**src/rtl/idf_pkg.sv**
```systemverilog
// Package: shared constants, controller state type and the CRC-16 byte step.
// Assumes MSB-first CRC with polynomial 0x1021 and no final inversion.
package idf_pkg;
    localparam int          ID_LEN    = 6;
    localparam int          SYNC_CNT  = 3;
    localparam logic [7:0]  SYNC_BYTE = 8'hA1;
    localparam logic [7:0]  ID_MARK   = 8'hFE;
    localparam logic [15:0] CRC_POLY  = 16'h1021;
    localparam logic [15:0] CRC_INIT  = 16'hFFFF;

    typedef enum logic [1:0] {
        ST_IDLE = 2'd0,
        ST_HUNT = 2'd1,
        ST_CAPT = 2'd2
    } idf_state_e;

    // Advance the CRC register by one byte, MSB first.
    function automatic logic [15:0] crc_step(input logic [15:0] c, input logic [7:0] d);
        logic [15:0] r;
        r = c;
        for (int i = 7; i >= 0; i--) begin
            if (r[15] ^ d[i]) r = {r[14:0], 1'b0} ^ CRC_POLY;
            else              r = {r[14:0], 1'b0};
        end
        return r;
    endfunction
endpackage

```
**src/rtl/idf_sync_detect.sv**
```systemverilog
// Module: spots an ID header in the flagged byte stream.
// Assumes one byte per byte_valid pulse. The A1 run count is held at zero while disabled.
module idf_sync_detect
    import idf_pkg::*;
(
    input  logic       clk,
    input  logic       rst_n,
    input  logic       enable,
    input  logic       mfm,
    input  logic       byte_valid,
    input  logic [7:0] byte_data,
    input  logic       byte_mark,
    output logic       id_start
);
    localparam int RUN_W = $clog2(SYNC_CNT + 1);
    localparam logic [RUN_W-1:0] RUN_FULL = RUN_W'(SYNC_CNT);

    logic [RUN_W-1:0] run_q;
    logic             is_sync;

    assign is_sync = byte_mark && (byte_data == SYNC_BYTE);

    // Count consecutive flagged A1 bytes, saturating at the sync length.
    always_ff @(posedge clk) begin
        if (!rst_n || !enable) begin
            run_q <= '0;
        end else if (byte_valid) begin
            if (is_sync) run_q <= (run_q == RUN_FULL) ? RUN_FULL : run_q + 1'b1;
            else         run_q <= '0;
        end
    end

    // A flagged FE closes the header; in MFM only after a full A1 run.
    assign id_start = enable && byte_valid && byte_mark && (byte_data == ID_MARK)
                      && (!mfm || (run_q == RUN_FULL));
endmodule

```
**src/rtl/idf_crc_unit.sv**
```systemverilog
// Module: CRC-16 accumulator for the ID field.
// On seed it loads the value for the preset plus the sync bytes and mark already seen.
// On feed it absorbs one ID byte. residue_ok tells whether the current byte leaves a zero residue.
module idf_crc_unit
    import idf_pkg::*;
(
    input  logic       clk,
    input  logic       rst_n,
    input  logic       seed,
    input  logic       mfm,
    input  logic       feed,
    input  logic [7:0] din,
    output logic       residue_ok
);
    logic [15:0] crc_q;
    logic [15:0] hdr_crc;

    // Header contribution: A1 x SYNC_CNT in MFM, then the FE mark.
    always_comb begin
        hdr_crc = CRC_INIT;
        if (mfm) begin
            for (int k = 0; k < SYNC_CNT; k++) hdr_crc = crc_step(hdr_crc, SYNC_BYTE);
        end
        hdr_crc = crc_step(hdr_crc, ID_MARK);
    end

    // Hold the running CRC of the field.
    always_ff @(posedge clk) begin
        if (!rst_n)    crc_q <= CRC_INIT;
        else if (seed) crc_q <= hdr_crc;
        else if (feed) crc_q <= crc_step(crc_q, din);
    end

    assign residue_ok = (crc_step(crc_q, din) == 16'h0000);
endmodule

```
**src/rtl/idf_rev_timer.sv**
```systemverilog
// Module: counts index pulses while hunting and flags the pulse that reaches the limit.
// Assumes MAX_REVS >= 1. A clear restarts the count.
module idf_rev_timer #(
    parameter int MAX_REVS = 6
) (
    input  logic clk,
    input  logic rst_n,
    input  logic clear,
    input  logic active,
    input  logic index_pulse,
    output logic expired
);
    localparam int REV_W = $clog2(MAX_REVS + 1);
    localparam logic [REV_W-1:0] LAST_REV = REV_W'(MAX_REVS - 1);

    logic [REV_W-1:0] revs_q;

    // Count index pulses seen while active.
    always_ff @(posedge clk) begin
        if (!rst_n || clear)           revs_q <= '0;
        else if (active && index_pulse) revs_q <= revs_q + 1'b1;
    end

    assign expired = active && index_pulse && (revs_q == LAST_REV);
endmodule

```
**src/rtl/idfield_capture.sv**
```systemverilog
// Module: read-address engine. It hunts for an ID header, hands the six ID bytes
// to the host with a data request each, checks the CRC, copies the track byte into
// the sector register and ends with an interrupt.
// Assumes the input bytes are already decoded and at least one idle cycle apart.
module idfield_capture
    import idf_pkg::*;
#(
    parameter int MAX_REVS = 6
) (
    input  logic       clk,
    input  logic       rst_n,
    input  logic       cmd_go,
    input  logic       mfm_mode,
    input  logic       byte_valid,
    input  logic [7:0] byte_data,
    input  logic       byte_mark,
    input  logic       index_pulse,
    input  logic       host_rd_data,
    input  logic       host_wr_data,
    output logic [7:0] data_reg,
    output logic       drq,
    output logic       intrq,
    output logic [7:0] sector_reg,
    output logic [4:0] status
);
    localparam int SLOT_W = $clog2(ID_LEN);
    localparam logic [SLOT_W-1:0] LAST_SLOT = SLOT_W'(ID_LEN - 1);

    idf_state_e        state_q;
    logic [SLOT_W-1:0] slot_q;
    logic              lost_q, crc_err_q, rnf_q;
    logic              accept, hunting, take, host_acc;
    logic              id_start, expired, residue_ok;

    assign accept   = cmd_go && (state_q == ST_IDLE);
    assign hunting  = (state_q == ST_HUNT);
    assign take     = (state_q == ST_CAPT) && byte_valid;
    assign host_acc = host_rd_data || host_wr_data;

    idf_sync_detect u_sync (
        .clk(clk), .rst_n(rst_n), .enable(hunting), .mfm(mfm_mode),
        .byte_valid(byte_valid), .byte_data(byte_data), .byte_mark(byte_mark),
        .id_start(id_start)
    );

    idf_crc_unit u_crc (
        .clk(clk), .rst_n(rst_n), .seed(id_start), .mfm(mfm_mode),
        .feed(take), .din(byte_data), .residue_ok(residue_ok)
    );

    idf_rev_timer #(.MAX_REVS(MAX_REVS)) u_revs (
        .clk(clk), .rst_n(rst_n), .clear(accept), .active(hunting),
        .index_pulse(index_pulse), .expired(expired)
    );

    // Sequence the operation and update the flags it owns.
    always_ff @(posedge clk) begin
        if (!rst_n) begin
            state_q    <= ST_IDLE;
            slot_q     <= '0;
            lost_q     <= 1'b0;
            crc_err_q  <= 1'b0;
            rnf_q      <= 1'b0;
            intrq      <= 1'b0;
            data_reg   <= '0;
            sector_reg <= '0;
        end else if (accept) begin
            state_q   <= ST_HUNT;
            slot_q    <= '0;
            lost_q    <= 1'b0;
            crc_err_q <= 1'b0;
            rnf_q     <= 1'b0;
            intrq     <= 1'b0;
        end else begin
            case (state_q)
                ST_HUNT: begin
                    if (id_start) begin
                        state_q <= ST_CAPT;
                        slot_q  <= '0;
                    end else if (expired) begin
                        rnf_q   <= 1'b1;
                        intrq   <= 1'b1;
                        state_q <= ST_IDLE;
                    end
                end
                ST_CAPT: begin
                    if (byte_valid) begin
                        data_reg <= byte_data;
                        slot_q   <= slot_q + 1'b1;
                        if (drq && !host_acc) lost_q <= 1'b1;
                        if (slot_q == '0) sector_reg <= byte_data;
                        if (slot_q == LAST_SLOT) begin
                            crc_err_q <= !residue_ok;
                            intrq     <= 1'b1;
                            state_q   <= ST_IDLE;
                        end
                    end
                end
                default: state_q <= ST_IDLE;
            endcase
        end
    end

    // Data request: set by each byte load, cleared by host access or a new command.
    always_ff @(posedge clk) begin
        if (!rst_n)        drq <= 1'b0;
        else if (accept)   drq <= 1'b0;
        else if (take)     drq <= 1'b1;
        else if (host_acc) drq <= 1'b0;
    end

    assign status = {rnf_q, crc_err_q, lost_q, drq, (state_q != ST_IDLE)};
endmodule

```
**config.mk**
```make
export PLATFORM = sky130hd
export DESIGN_NAME = idfield_capture
export DESIGN_NICKNAME = d
export VERILOG_FILES = /design/src/rtl/idf_pkg.sv /design/src/rtl/idf_sync_detect.sv /design/src/rtl/idf_crc_unit.sv /design/src/rtl/idf_rev_timer.sv /design/src/rtl/idfield_capture.sv
export SDC_FILE = /design/constraint.sdc
export NUM_CORES = 1
export LEC_CHECK = 0
export BUFFER_PORTS_ARGS = -buffer_cell sky130_fd_sc_hd__clkbuf_2
export CAP_MARGIN = 20
export CORE_MARGIN = 8
export CORE_UTILIZATION = 55
export DETAILED_ROUTE_END_ITERATION = 7
export PLACE_DENSITY_LB_ADDON = 0.2
export SLEW_MARGIN = 20
export SYNTH_ARGS = -nofsm -noshare
export SYNTH_HDL_FRONTEND = slang
export SYNTH_SLANG_ARGS = --single-unit
```
**constraint.sdc**
```tcl
create_clock -name clk -period 3 [get_ports clk]
set_clock_uncertainty 0.1 [all_clocks]
set_input_delay 0.15 -clock clk [delete_from_list [all_inputs] [get_ports clk]]
set_output_delay 0.15 -clock clk [all_outputs]
set_load 0.005 [all_outputs]
```
* Word-level counts from Yosys, hierarchy flattened
Cells that the tools add are included.
Word-level totals: bits in latches 0, flip-flop bits (word level) 47, memories 0, RAM bits 0, output and inout port bits 23, memory bits (read-only) 0, logic and storage cells 243
Cells by class: muxes and demuxes 111, bitwise logic cells 64, eq/ne operators 16, shifts and indexed selects 0, divide/modulo/power cells 0, $add $sub $neg 3, order comparisons 0, reductions and logical operators 36, multiply operators 0
Operators by type and width (number):
- 16-bit two-way mux | 47
- 13-bit two-way mux | 46
- 3-bit NOT | 46
- 3-bit AND reduction | 7
- 8-bit == test (second input constant) | 2
- 16-bit zero test | 1
- 1-bit XOR | 15
- 2-bit two-way mux | 6
- 1-bit logical AND | 10
- 2-bit inequality test (second input constant) | 4
- 2-bit nonzero test | 4
- 1-bit two-way mux | 7
- 3-bit by 1-bit adder with 3-bit output (second input constant) | 2
- 3-bit == test (second input constant) | 2
- 3-bit two-way mux | 2
- 3-bit case mux with 2 select lines | 1
- 1-bit zero test | 5
- 5-bit AND reduction | 1
- 2-bit == test (second input constant) | 2
- 1-bit logical OR | 4
- 4-bit by 3-bit inequality test with 1-bit output (second input constant) | 1
- 2-bit case mux with 2 select lines | 1
- 4-bit AND reduction | 1
- 3-bit zero test | 1
- other kinds (10) | 12

* Logic depth before layout (Yosys ltp)
Gate-level depths: netlist (run 1).
depth after elaboration 87, mapped depth 7

* By module
A second synthesis (run 1) with hierarchy kept.
Second synthesis, totals: cells, all modules 254, area, all modules 2344.7 um^2
By module, submodules not included:
- idfield_capture | cells an instance 127, times used 1, area an instance 1134.8 um^2
- idf_crc_unit | cells an instance 94, times used 1, area an instance 902.1 um^2
- idf_rev_timer | cells an instance 17, times used 1, area an instance 171.4 um^2
- idf_sync_detect | cells an instance 16, times used 1, area an instance 136.4 um^2

* Worst setup path before layout (run 1)
Ideal clock, no wire load.
kind reg2reg, from register u_crc.crc_q[12], to register crc_err_q, data arrival time 2.050 ns, path slack 0.730 ns, path buffers 0, cell stages (with the launch flop) 6, library setup time 0.120 ns, cell sequence dfxtp_1 xnor2_1 xor2_1 or4_1 or4_1 o31a_1
Between the ends: word-level cells in the longest chain between the ends 8, elaborated cells on any way between the ends 9, those cells by class mux (5); bitwise (2); reduce/logical (2)
RTL lines:
- start: declaration | RTL line idf_crc_unit.sv:15 | logic [15:0] crc_q;
- start signal: assignment | RTL line idf_crc_unit.sv:30 | else if (seed) crc_q <= hdr_crc;
- start signal: assignment | RTL line idf_crc_unit.sv:31 | else if (feed) crc_q <= crc_step(crc_q, din);
- 1-bit XOR * | RTL line idf_pkg.sv:22 | if (r[15] ^ d[i]) r = {r[14:0], 1'b0} ^ CRC_POLY;
- 13-bit two-way mux * | RTL line idf_pkg.sv:22
- 13-bit two-way mux (3 in a row) | RTL line idf_pkg.sv:22
- 13-bit two-way mux * | RTL line idf_pkg.sv:22
- 16-bit zero test * | RTL line idf_crc_unit.sv:34 | assign residue_ok = (crc_step(crc_q, din) == 16'h0000);
- 1-bit zero test * | RTL line idfield_capture.sv:93 | crc_err_q <= !residue_ok;
- end signal: assignment | RTL line idfield_capture.sv:93
- end: declaration | RTL line idfield_capture.sv:31 | logic lost_q, crc_err_q, rnf_q;
Mark *: on every way between the ends. The rest lies on a longest branch, timed or not. A chain may end at the register's enable or synchronous reset.

* Worst setup path in the final report (run 1)
from register u_crc.crc_q[14], to register crc_err_q
Between the ends: word-level cells in the longest chain between the ends 11, elaborated cells on any way between the ends 12, those cells by class mux (7); bitwise (3); reduce/logical (2)
RTL lines (RTL line):
- 1-bit XOR * | idf_pkg.sv:22
- 13-bit two-way mux * | idf_pkg.sv:22
- 13-bit two-way mux (3 in a row) | idf_pkg.sv:22
- 13-bit two-way mux * | idf_pkg.sv:22
- 3-bit NOT (no line)
- 13-bit two-way mux (2 in a row) | idf_pkg.sv:22
- 16-bit zero test * | idf_crc_unit.sv:34
- 1-bit zero test * | idfield_capture.sv:93
Marks and branches as above.

==> out/qor.txt, run 1 <==
most frequent cells in the layout - 47 x dfxtp_1, 39 x clkbuf_2, 37 x nand2_1, 20 x nor2_1, 16 x xnor2_1
Max Root-Sink Buffers - 2
Max Slew Vio Count - 0
WHS Path Cells - 4
clock power share - 37.8%
post-synthesis sequential element count - 47
Max Clock Freq - 427 MHz
Pleak - 1.01 nW
area delta synth->final - 15.7%
final hold viol count - 0
mean post-synth cell area - 9.06 sq um
number of setup buffers added after CTS - 0
peak supply drop - 0.264 mV
hold-critical path endpoint - drq$_SDFFE_PP0P_
switch share - 22.2%
clock sinks - 47
commonest non-fill, non-tap cell in the layout - dfxtp_1
reg2reg setup slack - 0.66 ns
hold path start - host_wr_data
I/O pin cnt - 40
initial antenna violation count - 0
vias in the first global route - 1732
total CTS buffers - 5
Worst Hold Class - in2reg
# H-tree levels - 2
cell count after synthesis - 240
Post-Layout Cell Count - 328
Placer Congestion - 0.858
r2r endpoint - crc_err_q$_SDFFE_PP0P_
Std-Cell Core Area - 3910 sq um
WP data required - 3.09 ns
Startpoint Class - register
gr usage total - 16.6%
Slew @ Worst Pin - 0.715 ns
Avg WL per Cell - 15.1 um
Seq/Total Area, Yosys - 43.3%
DR vias/cell - 5.36
drt initial violations - 112
WL final - 4950 um
Skew-Pair Late Insertion Delay - 0.30 ns
diodes inserted - 0
power per cell area - 466 nW/um^2
placed cell count - 321
# rows - 23
Post-DP Area - 2410 sq um
Starting Density - 55.6%
GRT overflow - 0
maximum number of pins on one net before global-route repair - 31
dpl hpwl - 3670 um
Fin Setup TNS - 0 ns
Die ar. - 6220 sq um
Crit Path Max Fanout - 6
Die Wd - 78.9 um
Die H - 78.9 um
WS Path Type - reg2reg
RSZ-0062 raised after global routing - false
Post-CTS Hold Buffers - 0
internal cell power - 0.912 mW
Logic pwr share - 8.5%
Post-synth EDFFs - 0
Flop pwr share - 53.6%
Primary FF master, synth - dfxtp_1
clk slew on worst S/H paths - 0.08 ns
cell area after layout - 2520 sq um
max reg flops - 16
Tcrit/Tclk final - 78.1%
Post-synth ARST share - 0%
CTS tree - built
fillcell total - 360
syn nets - 262
Post-layout nets - 300
count of cell types in the netlist - 38
share of cells above drive strength 1 - 21.2%
port bufs - 39
beginning of the critical path - u_crc.crc_q[14]$_SDFFE_PN1P_
reg2reg path depth - 5
DRC - 0
final setup fails - 0
Resized cells post-CTS - 0
global-route wire length before repair - 8260 um
RR Startpoint - u_crc.crc_q[14]$_SDFFE_PN1P_
DRT antenna net count - 0
fin util - 64.3%
Setup crit end kind - register
Yosys Warn Count - 0
outcome - finished, final reports clean
Post-Syn Area - 2170 sq um
Final min period - 2.34 ns
Sw Pwr - 0.261 mW
critical path arrival - 2.43 ns
clk root buf - clkbuf_8
worst relative slew slack - 51.8%
routed vias - 1759
DRT Pass-1 Iters - 4
Max Cap Viol - 0
-- worst max path at each step --
stage / to / cells past startpoint / slack (ns)
floorplan: crc_err_q$_SDFFE_PP0P_ / 5 / 0.73
finish: crc_err_q$_SDFFE_PP0P_ / 5 / 0.66
detailed placement: crc_err_q$_SDFFE_PP0P_ / 6 / 0.65
global placement: crc_err_q$_SDFFE_PP0P_ / 6 / 0.72
global route: crc_err_q$_SDFFE_PP0P_ / 5 / 0.53
CTS: crc_err_q$_SDFFE_PP0P_ / 5 / 0.67
-- routing by layer --
layer,track usage (%),up-vias,wire length (um)
met2,28.3,34,2460
met3,4.29,8,226
li1,-,881,-
met5,0,-,0
met1,19.9,836,2190
met4,5.37,0,70
-- cells in the mapped netlist, types with 2 or more instances --
library cell	instances	area [sq um]
xnor2_2	2	32.5
a22oi_1	3	22.5
nor3b_1	5	37.5
a21boi_0	8	60.1
or4_1	2	15.0
nand2_1	37	139
nor2b_1	9	56.3
mux2i_1	8	80.1
a211o_1	4	35.0
clkbuf_1	10	37.5
nor3_1	2	10.0
xor2_1	8	70.1
nand4b_1	2	17.5
buf_4	4	30.0
xnor2_1	16	140
o2111ai_1	4	35.0
ha_1	5	62.6
nand2b_1	2	12.5
o21ai_0	2	10.0
inv_1	7	26.3
nor2_1	20	75.1
dfxtp_1	47	941
a221o_1	3	30.0
a21oi_1	8	40.0
nand3_1	8	40.0
a31oi_1	2	12.5
-- cell families after synthesis --
family          Yosys count  share of synthesized area (%)
compound gates           38                           12.9
xor+xnor                 27                           12.3
fa+ha+maj                 5                           2.88
buf+inv                  22                           4.49
flops                    47                           43.3
mux                       8                           3.68
simple gates             93                           20.5
-- metrics by stage --
| stage | setup slack (ns) | hold slack (ns) | power (mW) |
|---|---|---|---|
| floorplan | 0.730 | 0.195 | 0.707 |
| global placement | 0.718 | 0.332 | 0.742 |
| detailed placement | 0.654 | 0.339 | 0.743 |
| CTS | 0.666 | 0.0273 | 1.18 |
| global route | 0.530 | 0.0395 | 1.22 |
| finish | 0.657 | 0.0289 | 1.17 |
-- power groups by stage --
stage | registers [mW] | logic (mW) | clock network [mW]
floorplan | 0.643 | 0.0640 | 0
global placement | 0.644 | 0.0983 | 0
detailed placement | 0.644 | 0.0990 | 0
CTS | 0.629 | 0.0997 | 0.453
global route | 0.630 | 0.109 | 0.477
finish | 0.629 | 0.0999 | 0.444
-- final cells by class --
type | count | area, sq um | share of cell area, %
Inverter | 7 | 26.3 | 1.04
Sequential cell | 47 | 941 | 37.4
Clock inverter | 1 | 30.0 | 1.19
Clock buffer | 6 | 72.6 | 2.88
Multi-Input combinational cell | 171 | 1140 | 45.2
Timing Repair Buffer | 46 | 248 | 9.85
Tap cell | 50 | 62.6 | 2.49
-- critical path, stage by stage, from the launching register on --
cell and delay (ns):
dfxtp_1 0.34, xnor2_2 0.27, xnor2_1 0.24, or4_1 0.54, or4_1 0.47, o31a_1 0.28
No activity file was read; power rests on OpenSTA's default activity.
==> run 2, diff against run 1 <==
==> constraint.sdc (replaced) <==
create_clock -name clk -period 2.24 [get_ports clk]
set_clock_uncertainty 0.1 [all_clocks]
set_input_delay 0.112 -clock clk [delete_from_list [all_inputs] [get_ports clk]]
set_output_delay 0.112 -clock clk [all_outputs]
set_load 0.005 [all_outputs]
==> run 2 against run 1 <==
  * Sequential power is 34% higher
  * First-iteration DRC count increased by 2.7%
  * Power grew 29%
==> out/qor.txt, run 2 (synthesis gave the netlist of run 1 again) <==
WHS Path Cells - 3
Fin Setup TNS - 0 ns
Post-layout nets - 314
total power - 1.52 mW
Max Root-Sink Buffers - 2
Max Slew Vio Count - 0
final hold viol count - 0
# rows - 23
Max Cap Viol - 0
Placer Congestion - 0.828
Startpoint Class - register
CP peak stage delay - 0.49 ns
maximum number of pins on one net before global-route repair - 26
most frequent cells in the layout - 46 x dfxtp_1, 39 x clkbuf_2, 37 x nand2_1, 20 x nor2_1, 18 x buf_4
gr usage total - 17.7%
dpl hpwl - 3870 um
drt initial violations - 115
DP Worst Slack - 0.0190 ns
Max Clock Freq - 468 MHz
WP data required - 2.33 ns
Worst Hold Class - in2reg
diodes inserted - 0
RR Startpoint - u_crc.crc_q[13]$_SDFFE_PN1P_
max reg flops - 16
Post-Layout Cell Count - 342
share of cells above drive strength 1 - 25.7%
power per cell area - 573 nW/um^2
Die ar. - 6220 sq um
GRT overflow - 0
r2r endpoint - crc_err_q$_SDFFE_PP0P_
Avg WL per Cell - 15.4 um
DR vias/cell - 5.30
RSZ-0062 raised after global routing - false
initial antenna violation count - 0
DRC - 0
Most Frequent Cell on Critical Path - or4_1
Tcrit/Tclk final - 95.5%
hold-critical path endpoint - data_reg[3]$_SDFFE_PN0P_
placed cell count - 330
I/O pin cnt - 40
Post-DP Area - 2490 sq um
final setup fails - 0
port bufs - 39
Final min period - 2.14 ns
DRT antenna net count - 0
Crit Path Max Fanout - 3
Pleak - 1.08 nW
clk slew on worst S/H paths - 0.08 ns
hold path start - byte_data[3]
total CTS buffers - 5
Die H - 78.9 um
Skew-Pair Late Insertion Delay - 0.30 ns
Die Wd - 78.9 um
critical path arrival - 2.23 ns
worst relative slew slack - 65.0%
WL final - 5280 um
Slew @ Worst Pin - 0.521 ns
routed vias - 1812
Final Worst Setup Slack - 0.102 ns
WS Path Type - reg2reg
vias in the first global route - 1865
clock sinks - 47
# H-tree levels - 2
peak supply drop - 0.282 mV
outcome - finished, final reports clean
worst-path cell chain - xnor2_2 -> xnor2_1 -> or4_1 -> or4_1 -> o31a_1
global-route wire length before repair - 8780 um
cell area after layout - 2650 sq um
reg2reg path depth - 5
DRT Pass-1 Iters - 4
CTS tree - built
Std-Cell Core Area - 3910 sq um
area delta synth->final - 21.7%
clk root buf - clkbuf_8
Setup crit end kind - register
Crit-path slowest cell - or4_1
commonest non-fill, non-tap cell in the layout - dfxtp_1
reg2reg setup slack - 0.10 ns
Starting Density - 55.6%
## run 2: layout make-up
class	instances	area, sq um
Tap cell	50	62.6
Multi-Input combinational cell	171	1170
Clock buffer	6	82.6
Clock inverter	1	5.00
Fill cell	349	1270
Inverter	7	26.3
Sequential cell	47	942
Timing Repair Buffer	60	360
## run 2: worst max path at each step
stage,startpoint,to,slack [ns],depth (start not counted)
after detailed placement,u_crc.crc_q[14]$_SDFFE_PN1P_,crc_err_q$_SDFFE_PP0P_,0.02,5
after floorplan,u_crc.crc_q[14]$_SDFFE_PN1P_,crc_err_q$_SDFFE_PP0P_,0.04,5
after global placement,u_crc.crc_q[14]$_SDFFE_PN1P_,crc_err_q$_SDFFE_PP0P_,0.1,5
after global routing,u_crc.crc_q[13]$_SDFFE_PN1P_,crc_err_q$_SDFFE_PP0P_,0.004,5
after CTS,u_crc.crc_q[14]$_SDFFE_PN1P_,crc_err_q$_SDFFE_PP0P_,0.02,5
final,u_crc.crc_q[13]$_SDFFE_PN1P_,crc_err_q$_SDFFE_PP0P_,0.10,5
## run 2: repair_timing
item,CTS,global route
endpoints found under the hold margin,3,0
endpoints found under the setup margin,0,1
setup buffers,0,2
resized for setup,0,4
hold buffers,3,0
## run 2: critical path: cells and delay by family, from the launching register on
| family | cells | cell delay (ns) |
|---|---|---|
| AO/OA/AOI/OAI | 1 | 0.29 |
| XOR/XNOR | 2 | 0.35 |
| flip-flops | 1 | 0.34 |
| AND/OR/NAND/NOR | 2 | 0.95 |
## run 2: where the power goes
group,switching [mW],internal [mW]
Clock,0.271,0.242
Sequential,0.00320,0.838
Combinational,0.0843,0.0778
Total,0.358,1.16
## run 2: stage by stage
step                hold slack, ns  utilization [%]
global route                0.0309             67.6
CTS                        0.00354             66.6
detailed placement           0.280             63.6
floorplan                    0.157                -
finish                      0.0111             67.6
global placement             0.282             63.6
## run 2: metal layers
| metal | track usage [%] | vias to the layer above | part of all wire (%) |
|---|---|---|---|
| met4 | 7.96 | 0 | 2.7 |
| met1 | 20.1 | 844 | 43 |
| met3 | 4.74 | 15 | 4.5 |
| li1 | - | 919 | - |
| met2 | 30.5 | 34 | 49 |
| met5 | 0 | - | 0 |
